## src/rtl/fsq_pkg.sv

```systemverilog
`timescale 1ns/1ps
package fsq_pkg;
   typedef enum logic [2:0] {
      S_IDLE, S_CMD, S_POLL_A, S_POLL_B, S_POLL_C, S_VRD, S_VCMP
   } fsq_state_e;

   // command bytes and unlock offsets relative to the bank base
   localparam logic [7:0] KEY_A      = 8'hAA;
   localparam logic [7:0] KEY_B      = 8'h55;
   localparam logic [7:0] CMD_ERASE  = 8'h80;
   localparam logic [7:0] CMD_PROG   = 8'hA0;
   localparam logic [7:0] CMD_CHIP   = 8'h30;
   localparam logic [7:0] ERASED     = 8'hFF;
   localparam int         KEY_A_OFS  = 'h555;
   localparam int         KEY_B_OFS  = 'h2AA;
endpackage

```

## src/rtl/fsq_cmd_step.sv

```systemverilog
`timescale 1ns/1ps
module fsq_cmd_step
   import fsq_pkg::*;
#(
   parameter int OFS_W = 13
) (
   input  logic             is_prog_i,
   input  logic [2:0]       step_i,
   input  logic [OFS_W-1:0] byte_ofs_i,
   input  logic [7:0]       src_byte_i,
   output logic [OFS_W-1:0] ofs_o,
   output logic [7:0]       data_o,
   output logic             last_o
);
   localparam logic [OFS_W-1:0] OFS_A = OFS_W'(KEY_A_OFS);
   localparam logic [OFS_W-1:0] OFS_B = OFS_W'(KEY_B_OFS);

   always_comb begin
      ofs_o  = '0;
      data_o = '0;
      last_o = 1'b0;
      unique case (step_i)
         3'd0: begin ofs_o = OFS_A; data_o = KEY_A; end
         3'd1: begin ofs_o = OFS_B; data_o = KEY_B; end
         3'd2: begin ofs_o = OFS_A; data_o = is_prog_i ? CMD_PROG : CMD_ERASE; end
         3'd3: begin
            if (is_prog_i) begin
               ofs_o  = byte_ofs_i;
               data_o = src_byte_i;
               last_o = 1'b1;
            end else begin
               ofs_o  = OFS_A;
               data_o = KEY_A;
            end
         end
         3'd4: begin ofs_o = OFS_B; data_o = KEY_B; end
         3'd5: begin ofs_o = '0; data_o = CMD_CHIP; last_o = 1'b1; end
         default: begin ofs_o = '0; data_o = '0; last_o = 1'b1; end
      endcase
   end
endmodule

```

## src/rtl/fsq_poll_ctr.sv

```systemverilog
`timescale 1ns/1ps
module fsq_poll_ctr #(
   parameter int LIMIT = 1000000
) (
   input  logic clk,
   input  logic rst_n,
   input  logic clr_i,
   input  logic tick_i,
   output logic last_o
);
   generate
      if (LIMIT <= 1) begin : g_single
         assign last_o = 1'b1;
      end else begin : g_count
         localparam int CNT_W = $clog2(LIMIT);
         logic [CNT_W-1:0] cnt_q;
         always_ff @(posedge clk or negedge rst_n) begin
            if (!rst_n)       cnt_q <= '0;
            else if (clr_i)   cnt_q <= '0;
            else if (tick_i)  cnt_q <= cnt_q + 1'b1;
         end
         assign last_o = (cnt_q == CNT_W'(LIMIT - 1));
      end
   endgenerate
endmodule

```

## src/rtl/flash_bank_seq.sv

```systemverilog
`timescale 1ns/1ps
module flash_bank_seq
   import fsq_pkg::*;
#(
   parameter int BANK_BYTES    = 8192,
   parameter int BANKS         = 2,
   parameter int TIMEOUT_POLLS = 1000000,
   parameter int TOGGLE_BIT    = 6,
   localparam int OFS_W  = $clog2(BANK_BYTES),
   localparam int SEL_W  = (BANKS > 1) ? $clog2(BANKS) : 0,
   localparam int BANK_W = (SEL_W > 0) ? SEL_W : 1,
   localparam int ADDR_W = OFS_W + SEL_W
) (
   input  logic              clk,
   input  logic              rst_n,
   input  logic              start_i,
   input  logic              op_i,
   input  logic [BANK_W-1:0] bank_i,
   output logic [OFS_W-1:0]  src_addr_o,
   input  logic [7:0]        src_data_i,
   output logic [ADDR_W-1:0] flash_addr_o,
   output logic [7:0]        flash_wdata_o,
   output logic              flash_we_o,
   output logic              flash_re_o,
   input  logic [7:0]        flash_rdata_i,
   output logic              busy_o,
   output logic              done_o,
   output logic              timeout_o,
   output logic              verify_fail_o
);
   generate
      if (BANK_BYTES < 2048 || (BANK_BYTES & (BANK_BYTES - 1)) != 0) begin : g_bad_bank
         $error("BANK_BYTES must be a power of two of at least 2048");
      end
      if (TIMEOUT_POLLS < 1) begin : g_bad_tmo
         $error("TIMEOUT_POLLS must be at least 1");
      end
      if (TOGGLE_BIT < 0 || TOGGLE_BIT > 7) begin : g_bad_bit
         $error("TOGGLE_BIT must select a data bit");
      end
   endgenerate

   localparam logic [OFS_W-1:0] OFS_LAST = OFS_W'(BANK_BYTES - 1);

   fsq_state_e        state;
   logic [2:0]        step_q;
   logic [OFS_W-1:0]  ofs_q;
   logic              prog_q;
   logic [BANK_W-1:0] bank_q;
   logic              tog_q;
   logic              done_q, tmo_q, vfail_q;

   logic [OFS_W-1:0]  cmd_ofs, cur_ofs;
   logic [7:0]        cmd_data, vexp;
   logic              cmd_last, toggling, poll_last, ofs_end;

   fsq_cmd_step #(.OFS_W(OFS_W)) u_step (
      .is_prog_i  (prog_q),
      .step_i     (step_q),
      .byte_ofs_i (ofs_q),
      .src_byte_i (src_data_i),
      .ofs_o      (cmd_ofs),
      .data_o     (cmd_data),
      .last_o     (cmd_last)
   );

   fsq_poll_ctr #(.LIMIT(TIMEOUT_POLLS)) u_poll (
      .clk    (clk),
      .rst_n  (rst_n),
      .clr_i  (state == S_CMD),
      .tick_i (state == S_POLL_C && toggling),
      .last_o (poll_last)
   );

   assign toggling = tog_q ^ flash_rdata_i[TOGGLE_BIT];
   assign ofs_end  = (ofs_q == OFS_LAST);
   assign vexp     = prog_q ? src_data_i : ERASED;

   always_ff @(posedge clk or negedge rst_n) begin
      if (!rst_n) begin
         state   <= S_IDLE;
         step_q  <= '0;
         ofs_q   <= '0;
         prog_q  <= 1'b0;
         bank_q  <= '0;
         tog_q   <= 1'b0;
         done_q  <= 1'b0;
         tmo_q   <= 1'b0;
         vfail_q <= 1'b0;
      end else begin
         unique case (state)
            S_IDLE: begin
               done_q <= 1'b0;
               if (start_i) begin
                  prog_q  <= op_i;
                  bank_q  <= bank_i;
                  step_q  <= '0;
                  ofs_q   <= '0;
                  tmo_q   <= 1'b0;
                  vfail_q <= 1'b0;
                  state   <= S_CMD;
               end
            end
            S_CMD: begin
               if (cmd_last) begin
                  step_q <= '0;
                  state  <= S_POLL_A;
               end else begin
                  step_q <= step_q + 3'd1;
               end
            end
            S_POLL_A: state <= S_POLL_B;
            S_POLL_B: begin
               tog_q <= flash_rdata_i[TOGGLE_BIT];
               state <= S_POLL_C;
            end
            S_POLL_C: begin
               if (!toggling) begin
                  if (prog_q && !ofs_end) begin
                     ofs_q <= ofs_q + 1'b1;
                     state <= S_CMD;
                  end else begin
                     ofs_q <= '0;
                     state <= S_VRD;
                  end
               end else if (poll_last) begin
                  tmo_q  <= 1'b1;
                  done_q <= 1'b1;
                  state  <= S_IDLE;
               end else begin
                  state <= S_POLL_A;
               end
            end
            S_VRD: state <= S_VCMP;
            S_VCMP: begin
               if (flash_rdata_i != vexp) begin
                  vfail_q <= 1'b1;
                  done_q  <= 1'b1;
                  state   <= S_IDLE;
               end else if (ofs_end) begin
                  done_q <= 1'b1;
                  state  <= S_IDLE;
               end else begin
                  ofs_q <= ofs_q + 1'b1;
                  state <= S_VRD;
               end
            end
            default: state <= S_IDLE;
         endcase
      end
   end

   always_comb begin
      unique case (state)
         S_CMD:   cur_ofs = cmd_ofs;
         S_VRD:   cur_ofs = ofs_q;
         default: cur_ofs = '0;
      endcase
   end

   generate
      if (SEL_W > 0) begin : g_multi_bank
         assign flash_addr_o = {bank_q[SEL_W-1:0], cur_ofs};
      end else begin : g_single_bank
         assign flash_addr_o = cur_ofs;
      end
   endgenerate

   assign flash_we_o    = (state == S_CMD);
   assign flash_wdata_o = (state == S_CMD) ? cmd_data : 8'h00;
   assign flash_re_o    = (state == S_POLL_A) || (state == S_POLL_B) || (state == S_VRD);
   assign src_addr_o    = ofs_q;
   assign busy_o        = (state != S_IDLE);
   assign done_o        = done_q;
   assign timeout_o     = tmo_q;
   assign verify_fail_o = vfail_q;
endmodule

```

## config.mk

```make
export PLATFORM = sky130hd
export DESIGN_NAME = flash_bank_seq
export DESIGN_NICKNAME = d
export VERILOG_FILES = /design/src/rtl/fsq_pkg.sv /design/src/rtl/fsq_cmd_step.sv /design/src/rtl/fsq_poll_ctr.sv /design/src/rtl/flash_bank_seq.sv
export SDC_FILE = /design/constraint.sdc
export NUM_CORES = 1
export LEC_CHECK = 0
export BUFFER_PORTS_ARGS = -buffer_cell sky130_fd_sc_hd__buf_2
export CORE_MARGIN = 2
export CORE_UTILIZATION = 50
export DETAILED_ROUTE_END_ITERATION = 8
export GPL_ROUTABILITY_DRIVEN = 0
export PLACE_DENSITY_LB_ADDON = 0.1
export SYNTH_ARGS = -nofsm -noshare
export SYNTH_HDL_FRONTEND = slang
export SYNTH_HIERARCHICAL = 1
export SYNTH_SLANG_ARGS = --single-unit
```

## constraint.sdc

```tcl
create_clock -name clk -period 2.9 [get_ports clk]
set_input_delay 0.435 -clock clk [delete_from_list [all_inputs] [get_ports clk]]
set_output_delay 0.435 -clock clk [all_outputs]
set_load 0.03 [all_outputs]
```

# Word-level counts from Yosys, hierarchy flattened
# Index checks and enable logic that the tools add are counted.
# totals
ram_bits,0
input_bits,21
out_inout_bits,41
mem_count,0
mem_bits_ro,0
word_cells,98
latchBits,0
register_bits,45
# op_classes
eq_ne,23
multipliers,0
n_mux,38
n_div,0
reduce_logical,23
n_bitwise,1
add_sub_neg,3
n_shift,0
order_cmp,0
# op_table
operator,count
13-bit 2-to-1 mux,6
13-bit one-hot mux with 3 select lines,2
20-bit 2-to-1 mux,2
8-bit one-hot mux with 5 select lines,1
13-bit one-hot mux with 2 select lines,1
3-bit 2-to-1 mux,8
8-bit 2-to-1 mux,3
3-bit one-hot mux with 7 select lines,1
"20-bit by 1-bit adder with 20-bit output, second input constant",1
"20-bit == test, second input constant",1
"3-bit == test, second input constant",5
"2-bit != test, second input constant",7
"13-bit by 1-bit adder with 13-bit output, second input constant",1
"13-bit == test, second input constant",1
"3-bit by 2-bit == test with 1-bit output, second input constant",4
8-bit != test,1
4-bit AND reduction,2
2-bit nonzero test,4
1-bit 2-to-1 mux,7
"3-bit by 1-bit == test with 1-bit output, second input constant",2
3-bit logical NOT,2
6-bit 2-to-1 mux,1
1-bit one-hot mux with 2 select lines,3
3-bit one-hot mux with 2 select lines,1
other kinds (15),21

# Depth between registers and ports, before layout
# Gate-level depths: netlist (run 1).
# logic_depth
ltp_word,6
depth_mapped,10
ltp_nobuf,8

# Hierarchy
# The synthesis (run 1) kept the hierarchy.
# by_module_without_submodules
module,cells_each,instances,seq_area_each_um2,area_per_inst_um2
flash_bank_seq,218,1,625.6,1850.5
fsq_poll_ctr,111,1,500.5,1067.3
fsq_cmd_step,51,1,0.0,325.3

# Worst setup path after synthesis (run 1)
# No wires, ideal clock.
# synth_path
path_kind,reg-to-reg
from,register state[2]
to,register u_poll.g_count.cnt_q[18]
required_time_ns,2.823
setup_ns,0.077
n_path_buf,3
slack_ns,-0.074
path_stages_with_launch,11
arrival_ns,2.896
synth_period_minus_slack_ns,2.974
path_cell_list,dfrtp_1 > clkbuf_1 > nor2_1 > nand2_1 > inv_1 > buf_1 > o211ai_2 > or3_1 > buf_2 > or4_1 > a21oi_1
# synth_via
word_cells_on_any_way,5
classes_between,eq/ne (2); mux (1); reduce/logical (2)
# synth_rtl
item,line_no,source
from (decl),flash_bank_seq.sv:45,fsq_state_e state;
from (signal assigned),flash_bank_seq.sv:81,state <= S_IDLE;
from (signal assigned),flash_bank_seq.sv:101,state <= S_CMD;
from (signal assigned),flash_bank_seq.sv:107,state <= S_POLL_A;
3-bit by 1-bit == test with 1-bit output *,-,
net flash_we_o,flash_bank_seq.sv:23,"output logic flash_we_o,"
20-bit 2-to-1 mux / 2-bit nonzero test (equally long branches),-,
to (signal assigned),fsq_poll_ctr.sv:20,else if (tick_i) cnt_q <= cnt_q + 1'b1;
to (decl),fsq_poll_ctr.sv:16,logic [CNT_W-1:0] cnt_q;
# The timed path passes the listed nets; every way through them passes the cells marked *.
# A chain may end at the register's enable or synchronous reset.

# Final worst setup path (run 1)
# layout_path
from,register state[1]
to,output flash_addr_o[4]
# layout_via
elab_chain_len,2
word_cells_on_any_way,3
classes_between,eq/ne (2); mux (1)
# layout_rtl
item,line_no,source
3-bit == test / 3-bit by 1-bit == test with 1-bit output (equally long branches),flash_bank_seq.sv:154,unique case (state)
13-bit one-hot mux with 2 select lines *,flash_bank_seq.sv:154,
to (decl),flash_bank_seq.sv:21,"output logic [ADDR_W-1:0] flash_addr_o,"
# Every way passes the cells marked *; elsewhere a longest branch is shown, timed or not.

==> impl_metrics.toml, run 1 <==
[run_status]
status = "finished, final reports clean"

[final_layout]
final_nets = 462
drive_gt1_share_pct = 23.7
diodes = 0
utilization_pct = 59.2
stdcell_count = 516
areaGrowthSynthToFinish_pct = 15.2
nFillCells = 594

[synth]
yosysUniqueCellTypes = 61
synth.largest_area_cell = "dfrtp_1"
synth_edf_count = 0
syn_nets = 404
ys.flop_type = "dfrtp_1"
yosys_warnings = 6
ys_async_sr_fraction_pct = 100
seq_area_frac_synth_pct = 34.7
syn-cell-area_sq_um = 3240
ys_ff_latch = 45
synth_area_leaders = "dfrtp_1, o31ai_1, a22o_1"
synth_cells = 380
yosysMostFrequentCell = "dfrtp_1"
yosys.area.top_type_share_pct = 34.7
syn_avg_cell_area_sq_um = 8.53
ys_top_cells_by_count = "dfrtp_1, nor2_1, nand2_1"

[timing]
finClkSkew_ns = 0.0132
finalHoldViolCount = 0
max_freq_ghz = 0.387
rsz0062_at_grt = "no"
tns_ns = 0
finalSetupViolations = 0
slew_violations = 0
fin_crit_ns = 2.59
worstMarginPinSlew_ns = 1.03
whs_ns = 0.317
maxSlewHeadroom_pct = 31.0
period_share_pct = 89.1

[critical_path]
timing.rr.end = "src_addr_o[11]$_DFFE_PN0P_"
arrival_ns = 2.15
critPathMaxStageDelay_ns = 0.55
r2r_slack_ns = 0.43
cp_max_fo = 36
cp_slowest_cell = "dfrtp_1"
start_kind = "flop"
crit_chain = "nor2_1 -> nand2_1 -> inv_1 -> buf_4 -> a22o_1 -> buf_2"
critical-path-top-delay-family = "buffers and inverters"
regToRegStartpoint = "prog_q$_DFFE_PN0P_"
reg2regPathDepth = 7
criticalPathCategory = "reg -> out"
endpoint_kind = "output port"
crit_start = "state[1]$_DFFE_PN0P_"
crit_required_ns = 2.47
cp_num_buf_inv = 3

[floorplan]
rows = 29
floorplan.die_area_sq_um = 7150
die_x_microns = 84.5
core_region_area_sq_um = 6310
die_h_microns = 84.5
io_pins = 62
start_util_pct = 51.4

[placed_design]
dp_cells = 508
port_buffers = 61
dpl.hpwl_mm = 6.12

[global_route]
antenna_found_initial = 0
grt_pass1_vias = 3031
track_usage_pct = 24.5
grt_pass1_wl_mm = 14.4
gr-total-overflow = 0
grt_max_degree = 46

[clocking]
cts_setup_buffers = 0
cts.sinks = 45
numCtsBuffers = 5
cts_hold_buf = 0
cts_resized = 0
path_clk_slew_ns = 0.09
insertion_delay_ns = 0.30
cts_buffer_depth = 2
root_buffer = "clkbuf_8"
htree_levels = 2
cts_tree = "done"

[drt]
via_count = 3128
drc_errors = 0
drt_wl_total_mm = 8.54
wl_per_cell_microns = 16.5
dr.first_iter.drc_count = 250
ant_nets = 0
first_pass_iters = 4
viasPerCell = 6.06

[min_path]
hold_class = "in -> async"

[power]
power_density_nw_per_um2 = 819
p_leak_nw = 1.72
vdd_drop_max_mv = 0.569

[job]
maxCapViolCount = 0
==> registers in the layout, indices dropped and copies added (netlist names) <==
register	flops
step_q	3
state	3
verify_fail_o	1
done_o	1
bank_q	1
tog_q	1
timeout_o	1
u_poll/g_count.cnt_q	20
src_addr_o	13
prog_q	1
==> metal layers <==
layer  part of all wire (%)  global-route usage, %
met5                      0                      0
met2                     49                   42.6
met1                     45                   32.0
met3                    4.1                   2.75
met4                    1.9                   7.50
==> logic make-up (layout without fill, tap and decap cells) <==
family,count (synthesis),count (layout),synth area share [%]
adder cells (fa/ha/maj),3,3,1.16
flip-flops,45,45,34.7
multiplexers,4,4,1.35
buffers and inverters,33,92,4.98
AND/OR/NAND/NOR,154,154,26.4
AO/OA/AOI/OAI,123,123,26.6
XOR/XNOR,18,18,4.86
==> per-stage QoR <==
| stage | setup slack, ns | power, mW | cell area, sq um |
|---|---|---|---|
| 2_1_floorplan | 0.222 | 2.12 | 3240 |
| 3_3_place_gp | 0.338 | 2.55 | 3620 |
| 3_5_place_dp | 0.300 | 2.58 | 3620 |
| 4_1_cts | 0.314 | 3.08 | 3740 |
| 5_1_grt | 0.164 | 3.27 | 3740 |
| 6_report | 0.315 | 3.06 | 3740 |
==> power by group <==
group	switching [mW]	total, mW	internal, mW
logic	1.12	1.74	0.627
clock network	0.212	0.493	0.281
registers	0.121	0.825	0.705
==> area by class of cell <==
type                            instances  area, sq um  share of cell area, %
Sequential cell                        45         1130                   30.1
Multi-Input combinational cell        302         1960                   52.3
Tap cell                               77         96.3                   2.58
Inverter                               10         40.0                   1.07
Clock inverter                          1         30.0                  0.803
Timing Repair Buffer                   74          403                   10.8
Clock buffer                            7         86.3                   2.31
==> worst max path at each step <==
| stage | slack, ns | cells past startpoint | end |
|---|---|---|---|
| final | 0.31 | 6 | flash_addr_o[4] |
| after CTS | 0.31 | 6 | flash_addr_o[4] |
| after floorplan | 0.22 | 10 | u_poll/g_count.cnt_q[18]$_DFFE_PN0P_ |
| after detailed placement | 0.30 | 7 | src_addr_o[11]$_DFFE_PN0P_ |
| after global routing | 0.16 | 6 | flash_addr_o[9] |
| after global placement | 0.34 | 7 | src_addr_o[11]$_DFFE_PN0P_ |
==> cell usage in the layout, fill, tap and decap left out, types with 9 or more instances in the layout <==
| master | instances |
|---|---|
| buf_2 | 61 |
| dfrtp_1 | 45 |
| nor2_1 | 32 |
| nand2_1 | 26 |
| o21ai_0 | 24 |
| a21oi_1 | 22 |
| o31ai_1 | 19 |
| and3_1 | 15 |
| a22o_1 | 15 |
| nand3_1 | 14 |
| buf_4 | 13 |
| xor2_1 | 10 |
| nand4_1 | 9 |
| a21o_2 | 9 |
(Power assumes the default switching activity.)
==> run 2, diff against run 1 <==
--- a/config.mk
+++ b/config.mk
@@ -5,13 +5,11 @@
 export SDC_FILE = /design/constraint.sdc
 export NUM_CORES = 1
 export LEC_CHECK = 0
-export BUFFER_PORTS_ARGS = -buffer_cell sky130_fd_sc_hd__buf_2
+export BUFFER_PORTS_ARGS = -buffer_cell sky130_fd_sc_hd__buf_4
 export CORE_MARGIN = 2
 export CORE_UTILIZATION = 50
 export DETAILED_ROUTE_END_ITERATION = 8
-export GPL_ROUTABILITY_DRIVEN = 0
 export PLACE_DENSITY_LB_ADDON = 0.1
 export SYNTH_ARGS = -nofsm -noshare
 export SYNTH_HDL_FRONTEND = slang
-export SYNTH_HIERARCHICAL = 1
 export SYNTH_SLANG_ARGS = --single-unit
==> run 2 against run 1 <==
Against the previous run:
- design area is 1.2% lower
- clock power down 17%
- clock-buffer cell count is 2 lower
- sequential share of layout area is 0.36 points higher
- combinational power about the same
- non-clock buffer count is 8 lower
- via count down 9.5%
- synthesized cell count down 1.8%
- cell count shrank 1.6%
- critical path depth up 2
- area after synthesis is 4.2% lower
- global-route usage decreased by 2.0 points
- critical endpoint is now src_addr_o[8]$_DFFE_PN0P_
==> impl_metrics.toml, run 2 <==
[run_status]
status = "finished, final reports clean"

[synth]
ys_ff_latch = 45
synth.largest_area_cell = "dfrtp_1"
synth_cells = 373
ys_async_sr_fraction_pct = 100
syn-cell-area_sq_um = 3110
yosysMostFrequentCell = "nor2_1"
synth_edf_count = 0
seq_area_frac_synth_pct = 36.2
ys.flop_type = "dfrtp_1"
yosys.area.top_type_share_pct = 36.2
syn_avg_cell_area_sq_um = 8.33
syn_nets = 401
synth_area_leaders = "dfrtp_1, nor2_1, o21ai_0"
yosys_warnings = 0
ys_top_cells_by_count = "nor2_1, dfrtp_1, nand2_1"
yosysUniqueCellTypes = 56

[final_layout]
final_nets = 460
drive_gt1_share_pct = 21.5
final_cell_mix = "buf_4, nor2_1, dfrtp_1"
largest_reg_flops = 20
diodes = 0
nFillCells = 530
final_common_cell = "buf_4"
final_cell_area_sq_um = 3690
utilization_pct = 62.0
regMostFlops = "u_poll.g_count.cnt_q"
areaGrowthSynthToFinish_pct = 18.8

[timing]
finClkSkew_ns = 0.00867
max_freq_ghz = 0.375
worstMarginPinSlew_ns = 0.598
maxSlewHeadroom_pct = 59.8
tns_ns = 0
finalSetupViolations = 0
rsz0062_at_grt = "no"
finalHoldViolCount = 0
fin_crit_ns = 2.67
slew_violations = 0
period_share_pct = 92.0

[critical_path]
cp_slowest_cell = "o32ai_1"
critical-path-top-delay-family = "compound AO/OA/AOI/OAI gates"
cp_max_fo = 19
reg2regPathDepth = 8
crit_required_ns = 3.08
endpoint_kind = "flop"
timing.rr.end = "src_addr_o[8]$_DFFE_PN0P_"
regToRegStartpoint = "prog_q$_DFFE_PN0P_"
crit_start = "prog_q$_DFFE_PN0P_"
crit_chain = "buf_4 -> nand2b_1 -> nor3_1 -> o32ai_1 -> nor2_4 -> a32oi_4 -> or2_1 -> o21ai_0"
start_kind = "flop"
critPathMaxStageDelay_ns = 0.53
r2r_slack_ns = 0.23
criticalPathCategory = "reg -> reg"
cp_num_buf_inv = 1
arrival_ns = 2.84

[clocking]
cts_resized = 0
root_buffer = "clkbuf_8"
cts.sinks = 45
htree_levels = 2
cts_buffer_depth = 2
cts_tree = "done"
cts_hold_buf = 0
insertion_delay_ns = 0.30
cts_setup_buffers = 0
path_clk_slew_ns = 0.10
numCtsBuffers = 5

[global_route]
grt_pass1_vias = 2603
grt_pass1_wl_mm = 12.9
track_usage_pct = 22.5
gr-total-overflow = 0
grt_max_degree = 46
antenna_found_initial = 0

[min_path]
hold_class = "in -> async"

[placed_design]
dpl.hpwl_mm = 5.65
port_buffers = 61
gp_congestion = 0.840
place_area_sq_um = 3600

[power]
vdd_drop_max_mv = 0.534
p_leak_nw = 1.71
power_density_nw_per_um2 = 797

[drt]
ant_nets = 0
drc_errors = 0
wl_per_cell_microns = 15.0
wl_met2_mm = 3.56
dr.first_iter.drc_count = 159
highest_layer = "met4"
met1_length_mm = 3.65
met3WireLength_microns = 342
viasPerCell = 5.57
first_pass_iters = 4
via_count = 2832
drt_wl_total_mm = 7.62

[floorplan]
core_region_area_sq_um = 5960
floorplan.die_area_sq_um = 6860
die_x_microns = 82.8
die_h_microns = 82.8
io_pins = 62
start_util_pct = 52.2
rows = 28

[job]
maxCapViolCount = 0
-- run 2: changes by cell type after synthesis, sizes merged, moves of 9 or more --
cell	delta
nor2	+22
nand3	+9
o31ai	-13
nand2	+12
a22o	-15
clkbuf	-12
-- run 2: area by class of cell --
type,instances,area [sq um],area share [%]
Multi-Input combinational cell,300,1830,49.6
Sequential cell,45,1130,30.5
Timing Repair Buffer,66,495,13.4
Tap cell,75,93.8,2.54
Clock buffer,5,68.8,1.86
Inverter,14,52.6,1.42
Clock inverter,3,25.0,0.678
-- run 2: how the worst max path moves through the flow --
stage,slack [ns],depth (start not counted),endpoint
after floorplan,0.40,7,flash_addr_o[8]
after global placement,0.37,7,src_addr_o[8]$_DFFE_PN0P_
after detailed placement,0.21,7,src_addr_o[8]$_DFFE_PN0P_
after CTS,0.21,7,src_addr_o[8]$_DFFE_PN0P_
after global routing,0.005,7,src_addr_o[8]$_DFFE_PN0P_
final,0.23,8,src_addr_o[8]$_DFFE_PN0P_
-- run 2: metrics by stage --
| stage | setup slack (ns) | power, mW | hold WS [ns] | instances |
|---|---|---|---|---|
| final | 0.231 | 2.94 | 0.126 | 508 |
| after global routing | 0.00533 | 3.15 | 0.178 | 508 |
| after CTS | 0.209 | 2.95 | 0.153 | 508 |
| after detailed placement | 0.206 | 2.54 | 0.483 | 500 |
| after global placement | 0.370 | 2.52 | 0.484 | 500 |
| after floorplan | 0.401 | 2.04 | 0.139 | 373 |
-- run 2: cell families (layout without fill, tap and decap cells) --
| logic type | count (synthesis) | in the layout | synth area share [%] |
|---|---|---|---|
| and+or+nand+nor | 176 | 176 | 29.4 |
| DFF | 45 | 45 | 36.2 |
| xor gates and xnor gates | 22 | 22 | 6.44 |
| adders and majority gates | 7 | 7 | 2.82 |
| muxes | 5 | 5 | 1.69 |
| buffers and inverters | 28 | 88 | 4.83 |
| AOI/OAI and AO/OA | 90 | 90 | 18.6 |
-- run 2: where the power goes --
| part | leakage [nW] | internal (mW) | switching, mW | total [mW] |
|---|---|---|---|---|
| logic | 1.05 | 0.588 | 1.12 | 1.71 |
| registers | 0.615 | 0.706 | 0.120 | 0.826 |
| clock network | 0.0447 | 0.174 | 0.234 | 0.408 |
| total | 1.71 | 1.47 | 1.48 | 2.94 |
-- run 2: routing by layer --
metal | track usage [%] | up-vias
met3 | 3.88 | 6
met1 | 32.9 | 1346
met2 | 34.8 | 65
met4 | 5.51 | 0
met5 | 0 | -
li1 | - | 1415
-- run 2: worst reg2reg max path: cells and delay by family, from the launching register on --
family	cells	cell delay, ns
AOI/OAI and AO/OA	3	1.19
buffers and inverters	1	0.23
DFF	1	0.49
and+or+nand+nor	4	0.65
